### src/rtl/clk_out_gate_pkg.sv
package clk_out_gate_pkg;

    typedef enum logic {
        GATE_SYNC  = 1'b0,
        GATE_ASYNC = 1'b1
    } gate_mode_e;

    typedef struct packed {
        logic en;
    } gate_state_t;

endpackage

### src/rtl/ogc_sync.sv
module ogc_sync #(
    parameter int              W       = 4,
    parameter int              STAGES  = 2,
    parameter logic [W-1:0]    RST_VAL = '0
) (
    input  logic         clk,
    input  logic         rst_n,
    input  logic [W-1:0] din,
    output logic [W-1:0] dout
);

    typedef struct packed {
        logic [STAGES-1:0][W-1:0] chain;
    } sync_state_t;

    sync_state_t st_d, st_q;

    always_comb begin
        st_d = st_q;
        st_d.chain[0] = din;
        for (int s = 1; s < STAGES; s++) begin
            st_d.chain[s] = st_q.chain[s-1];
        end
    end

    always_ff @(posedge clk or negedge rst_n) begin
        if (!rst_n) begin
            st_q.chain <= {STAGES{RST_VAL}};
        end else begin
            st_q <= st_d;
        end
    end

    assign dout = st_q.chain[STAGES-1];

endmodule

### src/rtl/ogc_enable_logic.sv
module ogc_enable_logic #(
    parameter int N_OUT = 4,
    parameter int N_PLL = 2
) (
    input  logic             clk,
    input  logic             rst_n,
    input  logic [1:0]       pin_n_s,
    input  logic [N_PLL-1:0] unlock_s,
    input  logic             xtal_s,
    input  logic [N_OUT-1:0] cfg_pin_map,
    input  logic [N_OUT-1:0] cfg_reg_en,
    input  logic [N_PLL-1:0] cfg_lol_dis,
    input  logic             cfg_xtal_keep,
    output logic [N_OUT-1:0] want_en
);

    localparam int OUT_PER_PLL = N_OUT / N_PLL;

    logic xtal_block;
    assign xtal_block = xtal_s && !cfg_xtal_keep;

    for (genvar g = 0; g < N_OUT; g++) begin : g_out
        localparam int P = g / OUT_PER_PLL;
        logic pin_on;
        logic lol_block;

        assign pin_on    = cfg_pin_map[g] ? !pin_n_s[1] : !pin_n_s[0];
        assign lol_block = cfg_lol_dis[P] && unlock_s[P];
        assign want_en[g] = pin_on && cfg_reg_en[g] && !lol_block && !xtal_block;

        AST_LOL_PARKS: assert property (@(posedge clk) disable iff (!rst_n)
            (cfg_lol_dis[P] && unlock_s[P]) |-> !want_en[g]);
    end

    AST_REG_OFF: assert property (@(posedge clk) disable iff (!rst_n)
        (want_en & ~cfg_reg_en) == '0);

    AST_XTAL_OFF: assert property (@(posedge clk) disable iff (!rst_n)
        (xtal_s && !cfg_xtal_keep) |-> (want_en == '0));

endmodule

### src/rtl/ogc_gate_cell.sv
module ogc_gate_cell
    import clk_out_gate_pkg::*;
(
    input  logic       clk,
    input  logic       rst_n,
    input  logic       src_clk,
    input  logic       want_en,
    input  gate_mode_e mode,
    input  logic       park_hi,
    output logic       out_clk
);

    gate_state_t st_d, st_q;
    logic        at_park;

    assign at_park = (src_clk == park_hi);

    always_comb begin
        st_d = st_q;
        if (mode == GATE_ASYNC) begin
            st_d.en = want_en;
        end else if (at_park) begin
            st_d.en = want_en;
        end
    end

    always_ff @(posedge clk or negedge rst_n) begin
        if (!rst_n) begin
            st_q.en <= 1'b0;
        end else begin
            st_q <= st_d;
        end
    end

    assign out_clk = st_q.en ? src_clk : park_hi;

    AST_SYNC_AT_PARK: assert property (@(posedge clk) disable iff (!rst_n)
        (!$stable(st_q.en) && ($past(mode) == GATE_SYNC))
            |-> ($past(src_clk) == $past(park_hi)));

    AST_ASYNC_FOLLOW: assert property (@(posedge clk) disable iff (!rst_n)
        ($past(mode) == GATE_ASYNC) |-> (st_q.en == $past(want_en)));

endmodule

### src/rtl/clk_out_gate.sv
module clk_out_gate
    import clk_out_gate_pkg::*;
#(
    parameter int N_OUT       = 4,
    parameter int N_PLL       = 2,
    parameter int SYNC_STAGES = 2
) (
    input  logic             clk,
    input  logic             rst_n,
    input  logic [N_OUT-1:0] src_clk,
    input  logic [1:0]       oe_pin_n,
    input  logic [N_PLL-1:0] pll_unlock,
    input  logic             xtal_loss,
    input  logic [N_OUT-1:0] cfg_pin_map,
    input  logic [N_OUT-1:0] cfg_reg_en,
    input  logic [N_PLL-1:0] cfg_lol_dis,
    input  logic             cfg_xtal_keep,
    input  logic [N_OUT-1:0] cfg_park_hi,
    input  logic [N_OUT-1:0] cfg_async,
    output logic [N_OUT-1:0] out_clk
);

    localparam int          SW      = 2 + N_PLL + 1;
    localparam logic [SW-1:0] SYNC_RST = {1'b0, {N_PLL{1'b0}}, 2'b11};

    logic [SW-1:0]    raw_async;
    logic [SW-1:0]    synced;
    logic [1:0]       pin_n_s;
    logic [N_PLL-1:0] unlock_s;
    logic             xtal_s;
    logic [N_OUT-1:0] want_en;

    assign raw_async = {xtal_loss, pll_unlock, oe_pin_n};

    ogc_sync #(
        .W       (SW),
        .STAGES  (SYNC_STAGES),
        .RST_VAL (SYNC_RST)
    ) u_sync (
        .clk   (clk),
        .rst_n (rst_n),
        .din   (raw_async),
        .dout  (synced)
    );

    assign pin_n_s  = synced[1:0];
    assign unlock_s = synced[2 +: N_PLL];
    assign xtal_s   = synced[SW-1];

    ogc_enable_logic #(
        .N_OUT (N_OUT),
        .N_PLL (N_PLL)
    ) u_enable (
        .clk           (clk),
        .rst_n         (rst_n),
        .pin_n_s       (pin_n_s),
        .unlock_s      (unlock_s),
        .xtal_s        (xtal_s),
        .cfg_pin_map   (cfg_pin_map),
        .cfg_reg_en    (cfg_reg_en),
        .cfg_lol_dis   (cfg_lol_dis),
        .cfg_xtal_keep (cfg_xtal_keep),
        .want_en       (want_en)
    );

    for (genvar g = 0; g < N_OUT; g++) begin : g_gate
        ogc_gate_cell u_gate (
            .clk     (clk),
            .rst_n   (rst_n),
            .src_clk (src_clk[g]),
            .want_en (want_en[g]),
            .mode    (gate_mode_e'(cfg_async[g])),
            .park_hi (cfg_park_hi[g]),
            .out_clk (out_clk[g])
        );
    end

    always_comb begin
        if (!rst_n) begin
            AST_RESET_PARKED: assert (out_clk == cfg_park_hi);
        end
    end

endmodule

### config.mk
export PLATFORM = sky130hd
export DESIGN_NAME = clk_out_gate
export DESIGN_NICKNAME = d
export VERILOG_FILES = /design/src/rtl/clk_out_gate_pkg.sv /design/src/rtl/ogc_sync.sv /design/src/rtl/ogc_enable_logic.sv /design/src/rtl/ogc_gate_cell.sv /design/src/rtl/clk_out_gate.sv
export SDC_FILE = /design/constraint.sdc
export NUM_CORES = 1
export LEC_CHECK = 0
export ABC_CLOCK_PERIOD_IN_PS = 1080
export CORE_MARGIN = 1
export CORE_UTILIZATION = 32
export CTS_BUF_LIST = sky130_fd_sc_hd__clkbuf_8 sky130_fd_sc_hd__clkbuf_16
export DETAILED_ROUTE_END_ITERATION = 8
export PLACE_DENSITY = 0.81
export REMOVE_ABC_BUFFERS = 1
export SYNTH_ARGS = -nofsm -noshare
export SYNTH_HDL_FRONTEND = slang
export SYNTH_HIERARCHICAL = 1
export SYNTH_SLANG_ARGS = --single-unit
### constraint.sdc
create_clock -name clk -period 1.08 [get_ports clk]
set_input_delay 0.162 -clock clk [delete_from_list [all_inputs] [get_ports clk]]
set_output_delay 0.162 -clock clk [all_outputs]
set_load 0.01 [all_outputs]
======== Yosys cells after proc, flatten, opt, wreduce, memory -nomap -nowiden ========
Index checks and enable logic that the tools add are counted.
storage, ports and cells
  register bits after elaboration ......... 14
  word-level logic and storage cells ...... 51
cells by class
  equality and inequality tests ........... 4
  mux-type cells .......................... 16
  reduce and logical (&&, ||, !) cells .... 25
operator list
  cell                 number
  $mux W1              16
  $logic_and A1 B1 Y1  15
  $reduce_bool A2 Y1   4
  $logic_not A1 Y1     6
  $eq A1 B1 Y1         4

======== Longest topological paths before layout ========
Gate-level depths: netlist (run 1).
  depth after elaboration ................. 7
  depth in mapped cells ................... 3

======== Cells and area by module ========
The synthesis (run 1) kept the hierarchy.
modules (own cells, without submodules)
  module            times used  cells each  area an instance (um2)
  ogc_sync          1           10          255.2
  ogc_gate_cell     4           5           60.1
  ogc_enable_logic  1           11          101.3

======== Least setup slack after synthesis (run 1) ========
Ideal clock, no wire load.
  path type ............................... reg-to-reg
  from .................................... reg u_sync.st_q (netlist bit u_sync/dout[1])
  to ...................................... reg g_gate[0].u_gate.st_q
  data arrival time ....................... 1,009 ps
  data required time ...................... 953 ps
  path slack .............................. -57 ps
  stages on the path, launching flop included .. 4
  path buffers ............................ 0
  clock period less this slack ............ 1,137 ps
  cells stage by stage .................... dfstp_2 > mux2i_1 > and4b_1 > mux2_1
between the ends
  word-level cells in the longest chain between the ends .. 7
ends and longest elaborated chain
  what                                 RTL line                source
  start: declaration                   ogc_sync.sv:16          sync_state_t st_d, st_q;
  start signal: assignment             ogc_sync.sv:30          st_q <= st_d;
  $logic_not A1 Y1 *                   ogc_enable_logic.sv:27  assign pin_on = cfg_pin_map[g] ? !pin_n_s[1] : !pin_n_s[0];
  $mux W1 *                            ogc_enable_logic.sv:27
  $logic_and A1 B1 Y1 * (3 in series)  ogc_enable_logic.sv:29  assign want_en[g] = pin_on && cfg_reg_en[g] && !lol_block && !xtal_block;
  named net want_en[0]                 clk_out_gate.sv:31      logic [N_OUT-1:0] want_en;
  $mux W1                              ogc_gate_cell.sv:22     end else if (at_park) begin
  $mux W1 *                            ogc_gate_cell.sv:20     if (mode == GATE_ASYNC) begin
  end signal: assignment               ogc_gate_cell.sv:31     st_q <= st_d;
  end: declaration                     ogc_gate_cell.sv:13     gate_state_t st_d, st_q;
The timed path passes the listed nets; every way through them passes the cells marked *. The select of a mux whose other input is x is not followed.
A chain may end at the register's enable or synchronous reset.

======== Final worst setup path (run 1) ========
  from .................................... reg g_gate[3].u_gate.st_q
  to ...................................... out out_clk[3]
between the ends
  word-level cells in the longest chain between the ends .. 1
ends and longest elaborated chain
  what                      RTL line             source
  start: declaration        ogc_gate_cell.sv:13
  start signal: assignment  ogc_gate_cell.sv:31
  $mux W1                   ogc_gate_cell.sv:35  assign out_clk = st_q.en ? src_clk : park_hi;
  end: declaration          clk_out_gate.sv:20   output logic [N_OUT-1:0] out_clk
No other way between the ends.

==> out/qor.yml, run 1 <==
sta:
  slew_headroom_pct: 88.32
  fin_skew_ns: 0.0005490
  finalCriticalPeriod_ns: 1.222
  finalSetupViolations: 8
  finalCritPeriodShare_pct: 113.2
  setup_slack_ns: -0.1422
  fmax_mhz: 818.2
  tightest_slew_ns: 0.1751
  report.final.hold_viol_count: 0
  slew_violations: 0
  rsz0062_at_grt: "yes"
pwr:
  p_sw_mw: 0.2521
  power_leakage_nw: 0.5400
  power_frac_comb_pct: 22.6
  max-vdd-ir-drop_uv: 934.0
  seqPwrFrac_pct: 45.9
  fin_total_pwr_mw: 1.265
  internal-power_mw: 1.013
  sw_frac_of_total_pct: 19.93
  power.density_mw_per_mm2: 1134
  pwr-share-clk_pct: 31.5
logic_synthesis:
  synthCells: 41
  async_flop_share_pct: 100.0
  synthTopCellsByCount: "dfrtp_1, mux2_1"
  synth_area_per_cell_um2: 14.56
  synth_xor_xnor_area_share_pct: 5.870
  synthAdderAreaFrac_pct: 0
  syn-cell-area_um2: 596.8
  yosysWarnings: 6
  synth_mux_area_share_pct: 21.80
  synth_top_family_by_area: "multiplexers"
  synth_seq_area_share_pct: 59.54
  ys_types: 9
  synth-edff-count: 0
  synth-simple-area-share_pct: 12.79
  synth_ff_type: "dfrtp_1"
  synth_area_leaders: "dfrtp_1, dfstp_2, mux2_1"
  synth-compound-area-share_pct: 0
  synth-seq-cells: 14
  yosysMostFrequentCell: "dfrtp_1"
  yosysTopAreaCellShare_pct: 41.93
  synth_area_leader_cell: "dfrtp_1"
floorplan:
  core_area_mm2: 0.001745
  chipHeight_um: 45.19
  die_area_mm2: 0.002042
  io_pins: 34
  die_x_um: 45.19
  initial_core_util_pct: 34.19
  row_count: 15
routing:
  wl_um: 1406
  firstDrtPassIters: 4
  initialDrtViolationCount: 3
  viasPerCell: 4.330
  ant_nets: 0
  routed-via-count: 485
  wl_per_cell_um: 12.55
  drc: 0
final_layout:
  area_growth_pct: 87.00
  fillers: 156
  layout.nets: 119
  final_core_util_pct: 63.94
  num_antenna_cells: 0
  drive_gt1_share_pct: 33.33
grt:
  grt_pass1_wl_um: 1973
  grt_max_degree: 15
  grt_use_total_pct: 14.44
  grt-ovfl-total: 0
  antenna_found_initial: 0
  first_global_vias: 489
critical_path:
  cp_num_buf_inv: 1
  cp_top_family: "flip-flops"
  slowest_stage: "dfrtp_1"
  crit_arrival_ns: 1.06
  endpoint_kind: "primary output"
  crit_type: "reg2out"
  startpoint_type: "flip-flop"
  crit_fanout: 2
  crit_required_ns: 0.92
  crit_chain: "mux2_4, buf_6"
  slowest_delay_ns: 0.39
outcome:
  status: "finished, violations left"
  failed_checks: "setup timing"
run:
  cap_violations: 0
hold_path:
  hp-class: "in2async"
clock_tree:
  cts.path.max_buffers: 2
  htreeDepth: 1
  holdBufCountCts: 0
  cts_buffers: 3
  cts_root_buf: "clkbuf_8"
  cts_tree: "done"
  clk_pin_slew_ns: 0.05
  insertion_delay_ns: 0.23
  cts.sinks: 14
placed_design:
  port-buffer-count: 33
  dp_hpwl_um: 1072
  dpl_worst_slack_ns: -0.4444
  place.gp.congestion: 0.6218
-- final cells by class --
cell class / instances / area [um2] / share of cell area, %
tap: 25 / 31.28 / 2.803
clock buffer: 3 / 41.29 / 3.700
timing repair buffer: 43 / 420.4 / 37.67
multi-input combinational: 27 / 267.8 / 23.99
sequential: 14 / 355.3 / 31.84
-- cell families after synthesis --
group | Yosys count
flops | 14
xor+xnor | 4
simple gates | 11
mux | 12
-- metal layers --
| layer | wire length [um] | part of all wire (%) | GRT usage, % | vias up |
|---|---|---|---|---|
| met5 | 0 | 0 | 0 | - |
| met4 | 0 | 0 | 5.455 | 0 |
| met2 | 801 | 57 | 28.41 | 18 |
| met3 | 80 | 5.7 | 3.600 | 0 |
| li1 | - | - | - | 237 |
| met1 | 524 | 37 | 14.14 | 230 |
-- worst paths after layout --
kind,depth (start not counted),endpoint,slack (ns),start
worst max register to register,3,g_gate[1].u_gate/st_q$_DFFE_PN0P_,-0.10,u_sync/dout[0]$_DFF_PN1_
max in group asynchronous,2,u_sync/dout[0]$_DFF_PN1_,0.62,rst_n
worst min-delay path,2,u_sync/st_d[9]$_DFF_PN0_,0.23,rst_n
worst max-delay path,2,out_clk[3],-0.14,g_gate[3].u_gate/st_q$_DFFE_PN0P_
min in group clk,1,u_sync/st_d[6]$_DFF_PN1_,0.33,oe_pin_n[1]
worst min register to register,0,u_sync/dout[3]$_DFF_PN0_,0.35,u_sync/st_d[8]$_DFF_PN0_
-- registers in the layout, summed over array words and instances (netlist names) --
| name | count |
|---|---|
| u_sync/st_d | 5 |
| u_sync/dout | 5 |
| g_gate.u_gate/st_q | 4 |
-- layout by cell type (no fill, tap or decap), drive strengths merged --
master,netlist,routed
nand2,2,2
buf,0,14
dlymetal6s2s,0,4
and4b,4,4
dfstp,4,4
mux2i,4,4
clkdlybuf4s50,0,25
clkbuf,0,3
nor2b,1,1
dfrtp,10,10
xnor2,4,4
mux2,8,8
nor2,4,4
-- metrics by stage --
| step | hold WS, ns | cells | setup TNS, ns | instance area, um2 |
|---|---|---|---|---|
| 2_1_floorplan | -0.1336 | 41 | -0.2268 | 596.8 |
| 3_3_place_gp | 0.3332 | 107 | -2.915 | 1018 |
| 3_5_place_dp | 0.3434 | 107 | -3.051 | 1018 |
| 4_1_cts | 0.2329 | 110 | -0.9305 | 1091 |
| 5_1_grt | 0.2419 | 112 | -1.146 | 1116 |
| 6_report | 0.2292 | 112 | -0.9164 | 1116 |
-- power by group through the flow --
| stage | Combinational (mW) | Clock [mW] | Sequential, mW |
|---|---|---|---|
| 5_1_grt | 0.304 | 0.439 | 0.583 |
| 2_1_floorplan | 0.0711 | 0 | 0.581 |
| 6_report | 0.285 | 0.398 | 0.581 |
| 3_3_place_gp | 0.244 | 0 | 0.583 |
| 4_1_cts | 0.280 | 0.412 | 0.580 |
| 3_5_place_dp | 0.249 | 0 | 0.587 |
-- what timing repair did --
| action | CTS | global route |
|---|---|---|
| endpoints found under the setup margin | 8 | 8 |
| setup buffers | 0 | 2 |
| gates resized for setup | 27 | 4 |
| endpoints found under the hold margin | 0 | 0 |
| gates cloned | 0 | 0 |
| pin swaps | 4 | 3 |
Note: power is estimated with default switching activity, not from simulation.
==> inputs of run 2 (changes only) <==
- CAP_MARGIN: default -> 30
- CORE_UTILIZATION: 32 -> 33
- PLACE_DENSITY: 0.81 -> 0.73
- SYNTH_HIERARCHICAL: 1 -> default
==> run 2 against run 1 <==
  * The run still ends with setup timing left
  * Sequential share of layout area is 0.92 points higher
  * Die area fell by 0.18%
  * Wire length down 12%
  * Synthesized cell count grew 20%
  * Area after synthesis rose by 2.9%
  * Clock power up 3%
  * Total power rose by 0.15%
  * Combinational power fell by 3%
  * Critical path depth unchanged
  * Clock skew about the same
  * Final cell count up 3.6%
  * Critical path type unchanged
  * Largest cell class unchanged
==> out/qor.yml, run 2 <==
critical_path:
  slowest_delay_ns: 0.39  # about the same
  crit_fanout: 2  # unchanged
  crit_required_ns: 0.92  # about the same
  crit_arrival_ns: 1.06  # about the same
  crit_type: "reg2out"  # unchanged
  slowest_stage: "dfrtp_1"  # unchanged
  crit_chain: "mux2_4, buf_6"  # unchanged
  endpoint_kind: "primary output"  # unchanged
  startpoint_type: "flip-flop"  # unchanged
logic_synthesis:
  async_flop_share_pct: 100.0  # unchanged
  yosysWarnings: 0  # was 6
  synth_xor_xnor_area_share_pct: 5.703  # was 5.870%
  synth_seq_area_share_pct: 57.84  # was 59.54%
  synthCells: 49  # was 41
  synth_area_per_cell_um2: 12.54  # was 14.56 um2
  ys_types: 11  # was 9
  synth_ff_type: "dfrtp_1"  # unchanged
  synth-edff-count: 0  # unchanged
  synth_area_leader_cell: "dfrtp_1"  # unchanged
  synthAdderAreaFrac_pct: 0  # unchanged
  yosysMostFrequentCell: "dfrtp_1"  # unchanged
  synth-simple-area-share_pct: 8.758  # was 12.79%
  synth-seq-cells: 14  # unchanged
  synth-compound-area-share_pct: 0  # unchanged
  syn-cell-area_um2: 614.3  # was 596.8 um2
  synth_top_family_by_area: "multiplexers"  # unchanged
  synthTopCellsByCount: "dfrtp_1, mux2i_1"  # was dfrtp_1, mux2_1
  synth_area_leaders: "dfrtp_1, dfstp_2, mux2i_1"  # was dfrtp_1, dfstp_2, mux2_1
  yosysTopAreaCellShare_pct: 40.73  # was 41.93%
  synth_mux_area_share_pct: 20.37  # was 21.80%
pwr:
  power.density_mw_per_mm2: 1168  # was 1134 mW/mm2
  power_leakage_nw: 0.4860  # was 0.5400 nW
  max-vdd-ir-drop_uv: 885.6  # was 934.0 uV
outcome:
  failed_checks: "setup timing"  # unchanged
  status: "finished, violations left"  # unchanged
routing:
  wl_per_cell_um: 10.66  # was 12.55 um
  ant_nets: 0  # unchanged
  drc: 0  # unchanged
  initialDrtViolationCount: 2  # was 3
  wl_um: 1236  # was 1406 um
  routed-via-count: 506  # was 485
  viasPerCell: 4.362  # was 4.330
  firstDrtPassIters: 2  # was 4
sta:
  slew_violations: 0  # unchanged
  rsz0062_at_grt: "yes"  # unchanged
  finalCriticalPeriod_ns: 1.227  # was 1.222 ns
  report.final.hold_viol_count: 0  # unchanged
  tightest_slew_ns: 0.1357  # was 0.1751 ns
  fin_skew_ns: 0.0009836  # was 0.0005490 ns
  setup_slack_ns: -0.1467  # was -0.1422 ns
  finalCritPeriodShare_pct: 113.6  # was 113.2%
  hold_slack_ns: 0.2178  # was 0.2292 ns
  fmax_mhz: 815.2  # was 818.2 MHz
  finalSetupViolations: 4  # was 8
  slew_headroom_pct: 90.70  # was 88.32%
floorplan:
  die_x_um: 45.15  # was 45.19 um
  io_pins: 34  # unchanged
  initial_core_util_pct: 35.58  # was 34.19%
  core_area_mm2: 0.001727  # was 0.001745 mm2
  row_count: 15  # unchanged
  die_area_mm2: 0.002038  # was 0.002042 mm2
  chipHeight_um: 45.15  # was 45.19 um
final_layout:
  final_cell_mix: "clkdlybuf4s50_1, dfrtp_1, buf_4, mux2i_1"  # was clkdlybuf4s50_1, buf_4, dfrtp_1, mux2_4
  drive_gt1_share_pct: 27.47  # was 33.33%
  final_common_cell: "clkdlybuf4s50_1"  # unchanged
  area_growth_pct: 76.58  # was 87.00%
  fillers: 159  # was 156
  design_area_mm2: 0.001085  # was 0.001116 mm2
  layout.nets: 123  # was 119
  num_antenna_cells: 0  # unchanged
clock_tree:
  cts_root_buf: "clkbuf_8"  # unchanged
  clk_pin_slew_ns: 0.05  # about the same
  cts.sinks: 14  # unchanged
  insertion_delay_ns: 0.24  # was 0.23 ns
  cts_tree: "done"  # unchanged
  holdBufCountCts: 0  # unchanged
  htreeDepth: 1  # unchanged
  cts_buffers: 3  # unchanged
  cts.path.max_buffers: 2  # unchanged
placed_design:
  dpl_worst_slack_ns: -0.4360  # was -0.4444 ns
  port-buffer-count: 33  # unchanged
  place.gp.congestion: 0.6624  # was 0.6218
  dpl-instance-area_um2: 998.5  # was 0.001018 mm2
grt:
  first_global_vias: 510  # was 489
  grt-ovfl-total: 0  # unchanged
  antenna_found_initial: 0  # unchanged
  grt_max_degree: 15  # unchanged
  grt_use_total_pct: 14.66  # was 14.44%
  grt_pass1_wl_um: 1987  # was 1973 um
run:
  cap_violations: 0  # unchanged
hold_path:
  hp-class: "in2async"  # unchanged
run 2: changes by cell type after synthesis, sizes merged:
cell    previous run  this run
nor2b              1         0
and4b              4         0
mux2               8         4
buf                0         4
nand2b             0         1
mux2i              4         8
inv                0         4
nand4              0         4
run 2: critical path, delay by kind of cell, from the launching register on:
| family | cells | cell delay, ns |
|---|---|---|
| flip-flops | 1 | 0.39 |
| multiplexers | 1 | 0.31 |
| buffers and inverters | 1 | 0.12 |
run 2: layout make-up:
class / count / area [um2] / area share (%)
clock buffer: 3 / 41.29 / 3.806
inverter: 4 / 15.01 / 1.384
multi-input combinational: 27 / 229.0 / 21.11
sequential: 14 / 355.3 / 32.76
tap: 25 / 31.28 / 2.884
timing repair buffer: 43 / 412.9 / 38.06
run 2: logic make-up (layout without fill, tap and decap cells):
logic type,Yosys count,after routing
buffers and inverters,8,50
and+or+nand+nor,11,11
muxes,12,12
xor gates and xnor gates,4,4
DFF,14,14
run 2: power by group:
group          internal [mW]  leakage (nW)  switching, mW
registers              0.563         0.166         0.0173
logic                  0.196         0.299         0.0795
clock network          0.246        0.0216          0.165
run 2: through the flow:
step	power (mW)	utilization (%)	TNS [ns]	std cells
floorplan	0.6590	-	0	45
global placement	0.8308	57.83	-2.101	110
detailed placement	0.8386	57.83	-2.339	110
CTS	1.273	61.59	-0.5681	114
global route	1.322	62.83	-0.6802	116
finish	1.267	62.83	-0.5747	116
run 2: worst paths after layout:
check	from	end	slack, ns	depth (start not counted)
max	g_gate[3].u_gate.st_q$_DFFE_PN0P_	out_clk[3]	-0.15	2
min	rst_n	u_sync.st_d[9]$_DFF_PN0_	0.22	2
max reg2reg	u_sync.dout[1]$_DFF_PN1_	g_gate[3].u_gate.st_q$_DFFE_PN0P_	0.18	3
min reg2reg	u_sync.st_d[9]$_DFF_PN0_	u_sync.dout[4]$_DFF_PN0_	0.35	0
max in group asynchronous	rst_n	u_sync.st_d[6]$_DFF_PN1_	0.63	2
min in group clk	oe_pin_n[1]	u_sync.st_d[6]$_DFF_PN1_	0.33	1
run 2: repair_timing:
item	CTS	global route
pin swaps	0	1
endpoints found under the setup margin	4	5
gates cloned	0	0
buffers inserted	1	2
gates resized for setup	23	2
run 2: layer usage:
layer,vias to the layer above,routed length [um],global-route usage [%]
met2,19,680,26.09
met1,237,422,13.51
li1,245,-,-
met3,5,86,4.000
met5,-,0,0
met4,0,46,12.73
==> inputs of run 3 (changes only) <==
- ABC_CLOCK_PERIOD_IN_PS: 1080 -> 1100
- RECOVER_POWER: default -> 25
- clock period: 1.08 -> 1.1 ns (I/O delays scaled with it)
==> run 3 against run 2 <==
  * The run still ends with setup timing left
  * Register-to-register slack gained 0.02 ns
  * Final cell count is the same
  * Core utilization shrank 0.36 points
  * Die area is the same
  * Highest routed layer unchanged
  * Sequential cell count is the same
  * Clock power shrank 1%
  * Critical path depth is the same
  * Sequential power shrank 2%
  * Non-clock buffer count is the same
==> out/qor.yml, run 3 (synthesis gave the netlist of run 2 again) <==
sta:
  fin_skew_ns: 0.0003220  # was 0.0009836 ns
  finalCriticalPeriod_ns: 1.231
  finalCritPeriodShare_pct: 111.9
  fmax_mhz: 812.4
  tightest_slew_ns: 0.6808  # was 0.1357 ns
  report.final.hold_viol_count: 0  # unchanged
  finalSetupViolations: 4  # unchanged
  slew_headroom_pct: 54.61  # was 90.70%
  slew_violations: 0  # unchanged
  setup_slack_ns: -0.1309  # was -0.1467 ns
  rsz0062_at_grt: "yes"  # unchanged
  hold_slack_ns: 0.3316  # was 0.2178 ns
critical_path:
  r2r-start: "u_sync.dout[1]$_DFF_PN1_"  # unchanged
  crit_type: "reg2out"  # unchanged
  reg2regPathDepth: 3  # unchanged
  endpoint: "out_clk[3]"  # unchanged
  rr_endpoint: "g_gate[3].u_gate.st_q$_DFFE_PN0P_"  # unchanged
  cp_num_buf_inv: 1  # unchanged
  crit_fanout: 2  # unchanged
  startpoint_type: "flip-flop"  # unchanged
  endpoint_kind: "primary output"  # unchanged
  slowest_delay_ns: 0.39  # about the same
  crit_chain: "mux2_4, buf_6"  # unchanged
  crit_cells: 2  # unchanged
  crit_arrival_ns: 1.07  # was 1.06 ns
  slowest_stage: "dfrtp_1"  # unchanged
  cp_top_family: "flip-flops"  # unchanged
  critPathLaunch: "g_gate[3].u_gate.st_q$_DFFE_PN0P_"  # unchanged
  crit_required_ns: 0.94  # was 0.92 ns
  reg2reg_setup_slack_ns: 0.20  # was 0.18 ns
outcome:
  failed_checks: "setup timing"  # unchanged
  status: "finished, violations left"  # unchanged
clock_tree:
  htreeDepth: 1  # unchanged
  cts_tree: "done"  # unchanged
  cts_buffers: 3  # unchanged
  cts.sinks: 14  # unchanged
  cts_root_buf: "clkbuf_8"  # unchanged
  insertion_delay_ns: 0.24  # about the same
  cts.path.max_buffers: 2  # unchanged
  clk_pin_slew_ns: 0.05  # about the same
floorplan:
  initial_core_util_pct: 35.58  # unchanged
  die_x_um: 45.15  # unchanged
  row_count: 15  # unchanged
  core_area_mm2: 0.001727  # unchanged
  chipHeight_um: 45.15  # unchanged
  die_area_mm2: 0.002038  # unchanged
  io_pins: 34  # unchanged
pwr:
  max-vdd-ir-drop_uv: 870.4  # was 885.6 uV
  sw_frac_of_total_pct: 20.80  # was 20.69%
  seqPwrFrac_pct: 45.7  # was 45.8%
  internal-power_mw: 0.9856  # was 1.005 mW
  power.density_mw_per_mm2: 1154  # was 1168 mW/mm2
  pwr-share-clk_pct: 32.6  # was 32.5%
  power_leakage_nw: 0.4732  # was 0.4860 nW
  power_frac_comb_pct: 21.7  # was 21.8%
  p_sw_mw: 0.2589  # was 0.2622 mW
  fin_total_pwr_mw: 1.244  # was 1.267 mW
placed_design:
  place.gp.congestion: 0.6624  # unchanged
  port-buffer-count: 33  # unchanged
grt:
  grt_max_degree: 15  # unchanged
  grt_pass1_wl_um: 1987  # unchanged
  grt-ovfl-total: 0  # unchanged
  antenna_found_initial: 0  # unchanged
  grt_use_total_pct: 14.66  # unchanged
  first_global_vias: 510  # unchanged
routing:
  ant_nets: 0  # unchanged
  wl_per_cell_um: 10.66  # about the same
  wl_um: 1237  # was 1236 um
  firstDrtPassIters: 2  # unchanged
  initialDrtViolationCount: 2  # unchanged
  drc: 0  # unchanged
  viasPerCell: 4.388  # was 4.362
  routed-via-count: 509  # was 506
final_layout:
  drive_gt1_share_pct: 26.37  # was 27.47%
  final_common_cell: "clkdlybuf4s50_1"  # unchanged
  area_growth_pct: 75.56  # was 76.58%
  final_cell_mix: "clkdlybuf4s50_1, dfrtp_1, buf_4, mux2i_1"  # unchanged
  layout.nets: 123  # unchanged
  num_antenna_cells: 0  # unchanged
hold_path:
  hp-class: "in2reg"  # was in2async
run:
  cap_violations: 0  # unchanged
-- run 3: cell count changes in the layout (fill, tap and decap cells not counted) --
| cell | delta |
|---|---|
| buf_4 | -1 |
| clkbuf_1 | +1 |
| clkdlybuf4s50_1 | +1 |
| dlymetal6s2s_1 | -1 |
-- run 3: cell type report --
class,count,area (um2)
clock buffer,3,41.29
timing repair buffer,43,406.6
inverter,4,15.01
tap,25,31.28
multi-input combinational,27,229.0
fill,159,648.1
sequential,14,355.3
-- run 3: layer usage --
metal | GRT usage [%] | share of wire [%] | routed length (um) | vias up
met5 | 0 | 0 | 0 | -
met4 | 12.73 | 3.7 | 46 | 0
met3 | 4.000 | 7.0 | 86 | 5
met2 | 26.09 | 55 | 684 | 19
met1 | 13.51 | 34 | 419 | 239
li1 | - | - | - | 246
-- run 3: worst min-delay path by stage --
| stage | from | end | depth (start not counted) | slack [ns] |
|---|---|---|---|---|
| 2_1_floorplan | rst_n | g_gate[0].u_gate.st_q$_DFFE_PN0P_ | 0 | -0.13 |
| 3_3_place_gp | u_sync.st_d[8]$_DFF_PN0_ | u_sync.dout[3]$_DFF_PN0_ | 0 | 0.33 |
| 3_5_place_dp | u_sync.st_d[9]$_DFF_PN0_ | u_sync.dout[4]$_DFF_PN0_ | 0 | 0.34 |
| 4_1_cts | rst_n | u_sync.st_d[7]$_DFF_PN0_ | 2 | 0.22 |
| 5_1_grt | oe_pin_n[1] | u_sync.st_d[6]$_DFF_PN1_ | 1 | 0.34 |
| 6_report | oe_pin_n[1] | u_sync.st_d[6]$_DFF_PN1_ | 1 | 0.33 |
-- run 3: power groups by stage --
| stage | Combinational [mW] | Sequential [mW] | Clock, mW |
|---|---|---|---|
| final | 0.270 | 0.569 | 0.406 |
| after global routing | 0.293 | 0.573 | 0.431 |
| after CTS | 0.264 | 0.568 | 0.418 |
| after detailed placement | 0.248 | 0.576 | 0 |
| after global placement | 0.242 | 0.574 | 0 |
| after floorplan | 0.0759 | 0.571 | 0 |
-- run 3: per-stage QoR --
stage                     util [%]  cell area (um2)  TNS [ns]  setup slack (ns)  instances
after floorplan                  -            584.3         0            0.2549         45
after global placement       57.83            998.5    -1.977           -0.3988        110
after detailed placement     57.83            998.5    -2.215           -0.4220        110
after CTS                    61.59             1064   -0.5001           -0.1355        114
after global routing         62.46             1079   -0.6122           -0.1574        116
final                        62.46             1079   -0.5108           -0.1309        116
-- run 3: what timing repair did --
action                                  CTS  global route
resized for setup                        23             1
endpoints found under the setup margin    4             4
setup buffers                             1             2
hold buffers                              0             0
